### src/rtl/smt_pkg.sv
package smt_pkg;

  typedef enum logic {
    MODE_SHORT = 1'b0,
    MODE_EXT   = 1'b1
  } smt_mode_e;

  // Byte address width: table bytes, then short enables, then extended enables.
  function automatic int smt_addr_width(input int num_short);
    int total;
    total = num_short * 4 + (num_short + 7) / 8 + (num_short / 2 + 7) / 8;
    return $clog2(total);
  endfunction

endpackage

### src/rtl/smt_store.sv
module smt_store #(
  parameter int NUM_SHORT = 24,
  parameter int AW        = 7
) (
  input  logic                    clk,
  input  logic                    rst_n,
  input  logic                    wr_en,
  input  logic [AW-1:0]           wr_addr,
  input  logic [7:0]              wr_data,
  output logic [NUM_SHORT*32-1:0] tbl,
  output logic [NUM_SHORT-1:0]    short_en,
  output logic [NUM_SHORT/2-1:0]  ext_en
);
  localparam int NUM_EXT   = NUM_SHORT / 2;
  localparam int TBL_BYTES = NUM_SHORT * 4;
  localparam int SEN_BASE  = TBL_BYTES;
  localparam int EEN_BASE  = SEN_BASE + (NUM_SHORT + 7) / 8;

  logic [7:0]           mem [TBL_BYTES];
  logic [NUM_SHORT-1:0] sen_q;
  logic [NUM_EXT-1:0]   een_q;

  always_ff @(posedge clk or negedge rst_n) begin
    if (!rst_n) begin
      for (int b = 0; b < TBL_BYTES; b++) mem[b] <= '0;
      sen_q <= '0;
      een_q <= '0;
    end else if (wr_en) begin
      for (int b = 0; b < TBL_BYTES; b++)
        if (wr_addr == AW'(b)) mem[b] <= wr_data;
      for (int i = 0; i < NUM_SHORT; i++)
        if (wr_addr == AW'(SEN_BASE + i / 8)) sen_q[i] <= wr_data[i % 8];
      for (int n = 0; n < NUM_EXT; n++)
        if (wr_addr == AW'(EEN_BASE + n / 8)) een_q[n] <= wr_data[n % 8];
    end
  end

  // Byte b lands at bit 8b: little-endian fields fall out directly.
  genvar b;
  generate
    for (b = 0; b < TBL_BYTES; b++) begin : g_flat
      assign tbl[8*b +: 8] = mem[b];
    end
  endgenerate

  assign short_en = sen_q;
  assign ext_en   = een_q;

endmodule

### src/rtl/smt_compare.sv
module smt_compare #(
  parameter int NUM_SHORT = 24
) (
  input  logic [NUM_SHORT*32-1:0] tbl,
  input  logic [NUM_SHORT-1:0]    short_en,
  input  logic [NUM_SHORT/2-1:0]  ext_en,
  input  logic                    mode_ext,
  input  logic [15:0]             pan,
  input  logic [15:0]             sadr,
  input  logic [63:0]             xaddr,
  output logic [NUM_SHORT-1:0]    hit
);
  localparam int NUM_EXT = NUM_SHORT / 2;

  logic [NUM_SHORT-1:0] s_hit;
  logic [NUM_EXT-1:0]   e_hit;

  genvar i, n;
  generate
    for (i = 0; i < NUM_SHORT; i++) begin : g_short
      assign s_hit[i] = short_en[i]
                      && (tbl[32*i +: 16] == pan)
                      && (tbl[32*i + 16 +: 16] == sadr);
    end
    for (n = 0; n < NUM_EXT; n++) begin : g_ext
      assign e_hit[n] = ext_en[n] && (tbl[64*n +: 64] == xaddr);
      assign hit[2*n]     = mode_ext ? e_hit[n] : s_hit[2*n];
      assign hit[2*n + 1] = mode_ext ? e_hit[n] : s_hit[2*n + 1];
    end
  endgenerate

endmodule

### src/rtl/smt_lowest.sv
module smt_lowest #(
  parameter int N  = 24,
  parameter int IW = 5
) (
  input  logic [N-1:0]  vec,
  output logic [IW-1:0] idx,
  output logic          any
);
  always_comb begin
    idx = '0;
    for (int i = N - 1; i >= 0; i--)
      if (vec[i]) idx = IW'(i);
  end

  assign any = |vec;

endmodule

### src/rtl/src_match_table.sv
module src_match_table
  import smt_pkg::*;
#(
  parameter int  NUM_SHORT = 24,
  localparam int IW        = $clog2(NUM_SHORT),
  localparam int AW        = smt_addr_width(NUM_SHORT)
) (
  input  logic                 clk,
  input  logic                 rst_n,
  input  logic                 wr_en,
  input  logic [AW-1:0]        wr_addr,
  input  logic [7:0]           wr_data,
  input  logic                 lk_valid,
  output logic                 lk_ready,
  input  logic                 lk_ext,
  input  logic [15:0]          lk_pan,
  input  logic [15:0]          lk_short,
  input  logic [63:0]          lk_xaddr,
  output logic                 res_valid,
  input  logic                 res_ready,
  output logic [NUM_SHORT-1:0] res_mask,
  output logic                 res_found,
  output logic [IW-1:0]        res_index
);
  localparam int NUM_EXT = NUM_SHORT / 2;

  logic [NUM_SHORT*32-1:0] tbl;
  logic [NUM_SHORT-1:0]    short_en;
  logic [NUM_EXT-1:0]      ext_en;
  logic [NUM_SHORT-1:0]    hit;
  logic [IW-1:0]           low_idx;
  logic                    any_hit;
  smt_mode_e               mode;

  logic                    valid_q;
  logic [NUM_SHORT-1:0]    mask_q;
  logic                    found_q;
  logic [IW-1:0]           idx_q;
  logic                    accept;

  assign mode = lk_ext ? MODE_EXT : MODE_SHORT;

  smt_store #(.NUM_SHORT(NUM_SHORT), .AW(AW)) u_store (
    .clk(clk), .rst_n(rst_n), .wr_en(wr_en), .wr_addr(wr_addr),
    .wr_data(wr_data), .tbl(tbl), .short_en(short_en), .ext_en(ext_en)
  );

  smt_compare #(.NUM_SHORT(NUM_SHORT)) u_cmp (
    .tbl(tbl), .short_en(short_en), .ext_en(ext_en),
    .mode_ext(mode == MODE_EXT), .pan(lk_pan), .sadr(lk_short),
    .xaddr(lk_xaddr), .hit(hit)
  );

  smt_lowest #(.N(NUM_SHORT), .IW(IW)) u_low (
    .vec(hit), .idx(low_idx), .any(any_hit)
  );

  // Single result stage; drains and refills in the same cycle.
  assign lk_ready = !valid_q || res_ready;
  assign accept   = lk_valid && lk_ready;

  always_ff @(posedge clk or negedge rst_n) begin
    if (!rst_n) begin
      valid_q <= 1'b0;
      mask_q  <= '0;
      found_q <= 1'b0;
      idx_q   <= '0;
    end else if (accept) begin
      valid_q <= 1'b1;
      mask_q  <= hit;
      found_q <= any_hit;
      idx_q   <= low_idx;
    end else if (res_ready) begin
      valid_q <= 1'b0;
    end
  end

  assign res_valid = valid_q;
  assign res_mask  = mask_q;
  assign res_found = found_q;
  assign res_index = idx_q;

endmodule

### config.mk
export PLATFORM = sky130hd
export DESIGN_NAME = src_match_table
export DESIGN_NICKNAME = d
export VERILOG_FILES = /design/src/rtl/smt_pkg.sv /design/src/rtl/smt_store.sv /design/src/rtl/smt_compare.sv /design/src/rtl/smt_lowest.sv /design/src/rtl/src_match_table.sv
export SDC_FILE = /design/constraint.sdc
export NUM_CORES = 2
export LEC_CHECK = 0
export CAP_MARGIN = 20
export CORE_AREA = 10 10 382 384
export CTS_CLUSTER_DIAMETER = 200
export CTS_CLUSTER_SIZE = 14
export DETAILED_ROUTE_END_ITERATION = 12
export DIE_AREA = 0 0 392 394
export HOLD_SLACK_MARGIN = 0.1
export SYNTH_ARGS = -nofsm -noshare
export SYNTH_HDL_FRONTEND = slang
export SYNTH_HIERARCHICAL = 1
export SYNTH_SLANG_ARGS = --single-unit
### constraint.sdc
create_clock -name clk -period 3 [get_ports clk]
set_clock_uncertainty 0.1 [all_clocks]
set_input_delay 0.6 -clock clk [delete_from_list [all_inputs] [get_ports clk]]
set_output_delay 0.6 -clock clk [all_outputs]
set_load 0.03 [all_outputs]
==> metrics.log <==
INFO  metric syn_nets = 4478
INFO  metric sequentialPowerShare = 0.448
INFO  metric worstPathArrival = between 3 and 4 ns
INFO  metric globalRoute.totalOverflow = 0
INFO  metric setup_viol = 3
INFO  metric post-route-cell-area = 65400 sq um
INFO  metric detail-route-antenna-nets = 0
INFO  metric power.total = between 20 and 30 mW
INFO  metric synth_top_flop_cell = dfrtp_1
INFO  metric hold-path-endpoint = u_store/tbl[518]
INFO  metric setup.worst_path.start_class = input pin
INFO  metric hold_startpoint = wr_data[6]
INFO  metric worst_pin_slew = between 1 and 1.5 ns
INFO  metric leakagePower = 28.7 nW
INFO  metric setup.worst_path.class = in2reg
INFO  metric synth.top_cells.by_area = dfrtp_1 (41%), mux2_2 (18%), xnor2_1 (17%)
INFO  metric regToRegEndpoint = res_index[0]
INFO  metric unrepaired_setup_endpoints_after_global_routing = yes
INFO  metric combPwrFrac = 0.253
INFO  metric layout-drive-gt1-share = 0.396
INFO  metric min-delay-path-class = in2reg
INFO  metric worst_hold_margin = 0.328 ns
INFO  metric floorplan.core_area = ~140000 sq um
INFO  metric worst-r2r-setup-slack = -0.04 ns
INFO  metric synth_top_area_cell = dfrtp_1
INFO  metric grt_pass1_wl = about 370 mm
INFO  metric floorplan.die.width = ~390 um
INFO  metric timing.final.ws_setup = -0.0726 ns
INFO  metric netlist.area_leader.share = 0.412
INFO  metric hold_viol_final = 0
INFO  metric instances_no_fill = between 6000 and 7000
INFO  metric status = complete, but fails checks
INFO  metric yosysUniqueCellTypes = 73
INFO  metric grt_max_degree = roughly 100
INFO  metric syn_avg_cell_area = 11.6 sq um
INFO  metric drt-initial-drc-count = just over 6000
INFO  metric syn2layout_area_growth = 29.1%
INFO  metric grt.met1_usage = 0.466
INFO  metric async_reset_ff_frac = 1.00
INFO  metric die-height = slightly below 400 um
INFO  metric switching_share = 0.332
INFO  metric first_global_vias = around 42000
INFO  metric route.detailed.drc = 0
INFO  metric ys_seq_area_frac = 0.412
INFO  metric clkLatencyLatePin = 0.73 ns
INFO  metric critical_path.max_fanout = 4
INFO  metric via_per_inst = between 6 and 7
INFO  metric final_net_count = approximately 5300
INFO  metric finalWorstPathRequiredPeriod = around 3.1 ns
INFO  metric synthesis.yosys.warnings = 6
INFO  metric maxCapViolations = 0
INFO  metric slew-limit-headroom = 0.315
INFO  metric cts.sink_count = 835
INFO  metric drt_total_wl = 279 mm
INFO  metric syn_inst = 4361
INFO  metric fp.dieArea = roughly 150000 sq um
INFO  metric fp-row-count = about 140
INFO  metric clk_tree_root_cell = clkbuf_16
INFO  metric yosys-top-cells-count = xnor2_1 (1000), dfrtp_1 (835), mux2_2 (793), xor2_1 (404), nand4_1 (261)
INFO  metric dpl_cell_area = roughly 62000 sq um
INFO  metric synth_most_common_cell = xnor2_1
INFO  metric grt_use_met2 = 0.500
INFO  metric ctsLongestPathBuffers = 3
INFO  metric gr-usage-all-layers = 0.349
INFO  metric pwr_density_cell = roughly 460 nW/um^2
INFO  metric timing.final.crit_share = 1.02
INFO  metric crit_path_end_kind = register
INFO  metric power_frac_clock = 0.299
INFO  metric detailedPlacementHpwl = between 200 and 250 mm
INFO  metric worstRegToRegCells = 12
INFO  metric worstHoldPathCells = 2
INFO  metric synth-edff-count = 0
INFO  metric grt_antenna_before_repair = 13
INFO  metric cts_htree_levels = 3
INFO  metric synth_seq_cells = between 800 and 900
INFO  metric gpl.final_weighted_congestion = 1.05
INFO  metric violations = negative setup slack
INFO  metric fillCellCount = between 10000 and 15000
INFO  metric peakVddDrop = 0.398 mV
INFO  metric final_max_slew_viol_count = 0
INFO  metric internal_power_of_the_cells = between 15 and 20 mW
INFO  metric portBuffers = roughly 150
INFO  metric grtUsageMet3 = 0.0947
INFO  metric cp_data_required_time = 3.49 ns
INFO  metric wl_per_cell = approximately 40 um
INFO  metric fmax = between 300 and 400 MHz
INFO  metric power.switching = a little under 10 mW
INFO  metric drt_pre_antenna_iters = 6
INFO  metric cts_buffers = a little under 70
INFO  metric floorplan.io_pins = approximately 150
INFO  metric dr_total_vias = approximately 43000
INFO  metric tritoncts = yes
INFO  metric start_util = 0.366
INFO  metric dpl.cell_count = ~6800
INFO  metric timing.rr.start = u_store/tbl[705]
INFO  metric worst_setup_hold_path_clk_slew = ~0.08 ns
INFO  metric grt.busiest_layer = met2
INFO  metric syn-cell-area = 50700 sq um
## what timing repair did
action,in CTS,in global routing
gates cloned,0,2
endpoints found under the setup margin,6,6
endpoints found under the hold margin,18,0
pin swaps,18,72
buffers inserted,18,74
resized for setup,51,112
hold buffers,1,0
## critical path, cell delays in order
cell             delay (ns)
clkdlybuf4s50_1        0.45
buf_12                 0.17
buf_12                 0.15
buf_12                 0.13
inv_1                  0.09
o22ai_1                0.09
nor4_1                 0.38
nand4_1                0.21
o22ai_2                0.23
buf_6                  0.17
nand2b_4               0.13
a221oi_2               0.05
o211ai_1               0.29
o211ai_1               0.13
mux2_4                 0.27
## power groups by stage
stage               clock network (mW)  logic, mW  registers, mW
global placement                     0       7.03           13.5
floorplan                            0       3.70           13.1
global route                      9.39       7.73           13.5
finish                            8.95       7.55           13.4
CTS                               9.04       7.17           13.3
detailed placement                   0       7.06           13.5
## cells by family (layout without fill, tap and decap cells)
family,after synthesis,in the layout,synth area share
buf+inv,377,1182,0.0343
mux,834,834,0.188
simple gates,751,751,0.0989
other cells,0,4,0
flops,835,835,0.412
xor+xnor,1404,1404,0.243
compound gates,160,160,0.0243
## cell usage in the layout (no fill, tap or decap), types with 51 or more instances in the layout
cell type,n
xnor2_1,993
dfrtp_1,833
mux2_2,793
buf_4,584
xor2_1,404
buf_12,278
nand4_1,261
nor4_1,127
clkbuf_16,75
buf_2,66
inv_1,62
nand2b_1,51
## state kept, by name (all words and copies together), names as in the netlist
| signal | flops |
|---|---|
| u_store/ext_en | 12 |
| res_valid | 1 |
| res_mask | 24 |
| u_store/short_en | 24 |
| res_found | 1 |
| res_index | 5 |
| u_store/tbl | 768 |
## layer usage
layer	wire (um)	share of wire
met3	32800	0.12
met1	110000	0.40
met5	36	0.00013
met4	20800	0.075
met2	115000	0.41
## cell type report
class	count	area (sq um)	share of cell area
Clock inverter	4	45.0	0.000688
Antenna cell	4	10.0	0.000153
Multi-Input combinational cell	3149	28700	0.438
Inverter	75	294	0.00449
Clock buffer	73	1830	0.0279
Tap cell	1807	2260	0.0345
Sequential cell	835	20900	0.319
Timing Repair Buffer	1030	11400	0.175
## worst max path at each step
stage	start	end	slack (ns)	cells after the start
4_1_cts	lk_xaddr[35]	res_index[1]	-0.03	13
6_report	lk_xaddr[58]	res_index[0]	-0.07	15
2_1_floorplan	lk_short[13]	res_found	0.01	12
3_3_place_gp	lk_xaddr[9]	res_found	-1.68	14
3_5_place_dp	lk_xaddr[21]	res_index[0]	-1.14	14
5_1_grt	lk_xaddr[37]	res_index[1]	-0.10	16
## through the flow
stage	TNS, ns	utilization	worst slack (ns)
floorplan	0	-	0.0123
global placement	-15.03	0.446	-1.68
detailed placement	-12.33	0.446	-1.14
CTS	-0.0616	0.464	-0.0282
global route	-0.248	0.472	-0.101
finish	-0.152	0.473	-0.0726
No activity file was read; power rests on OpenSTA's default activity.
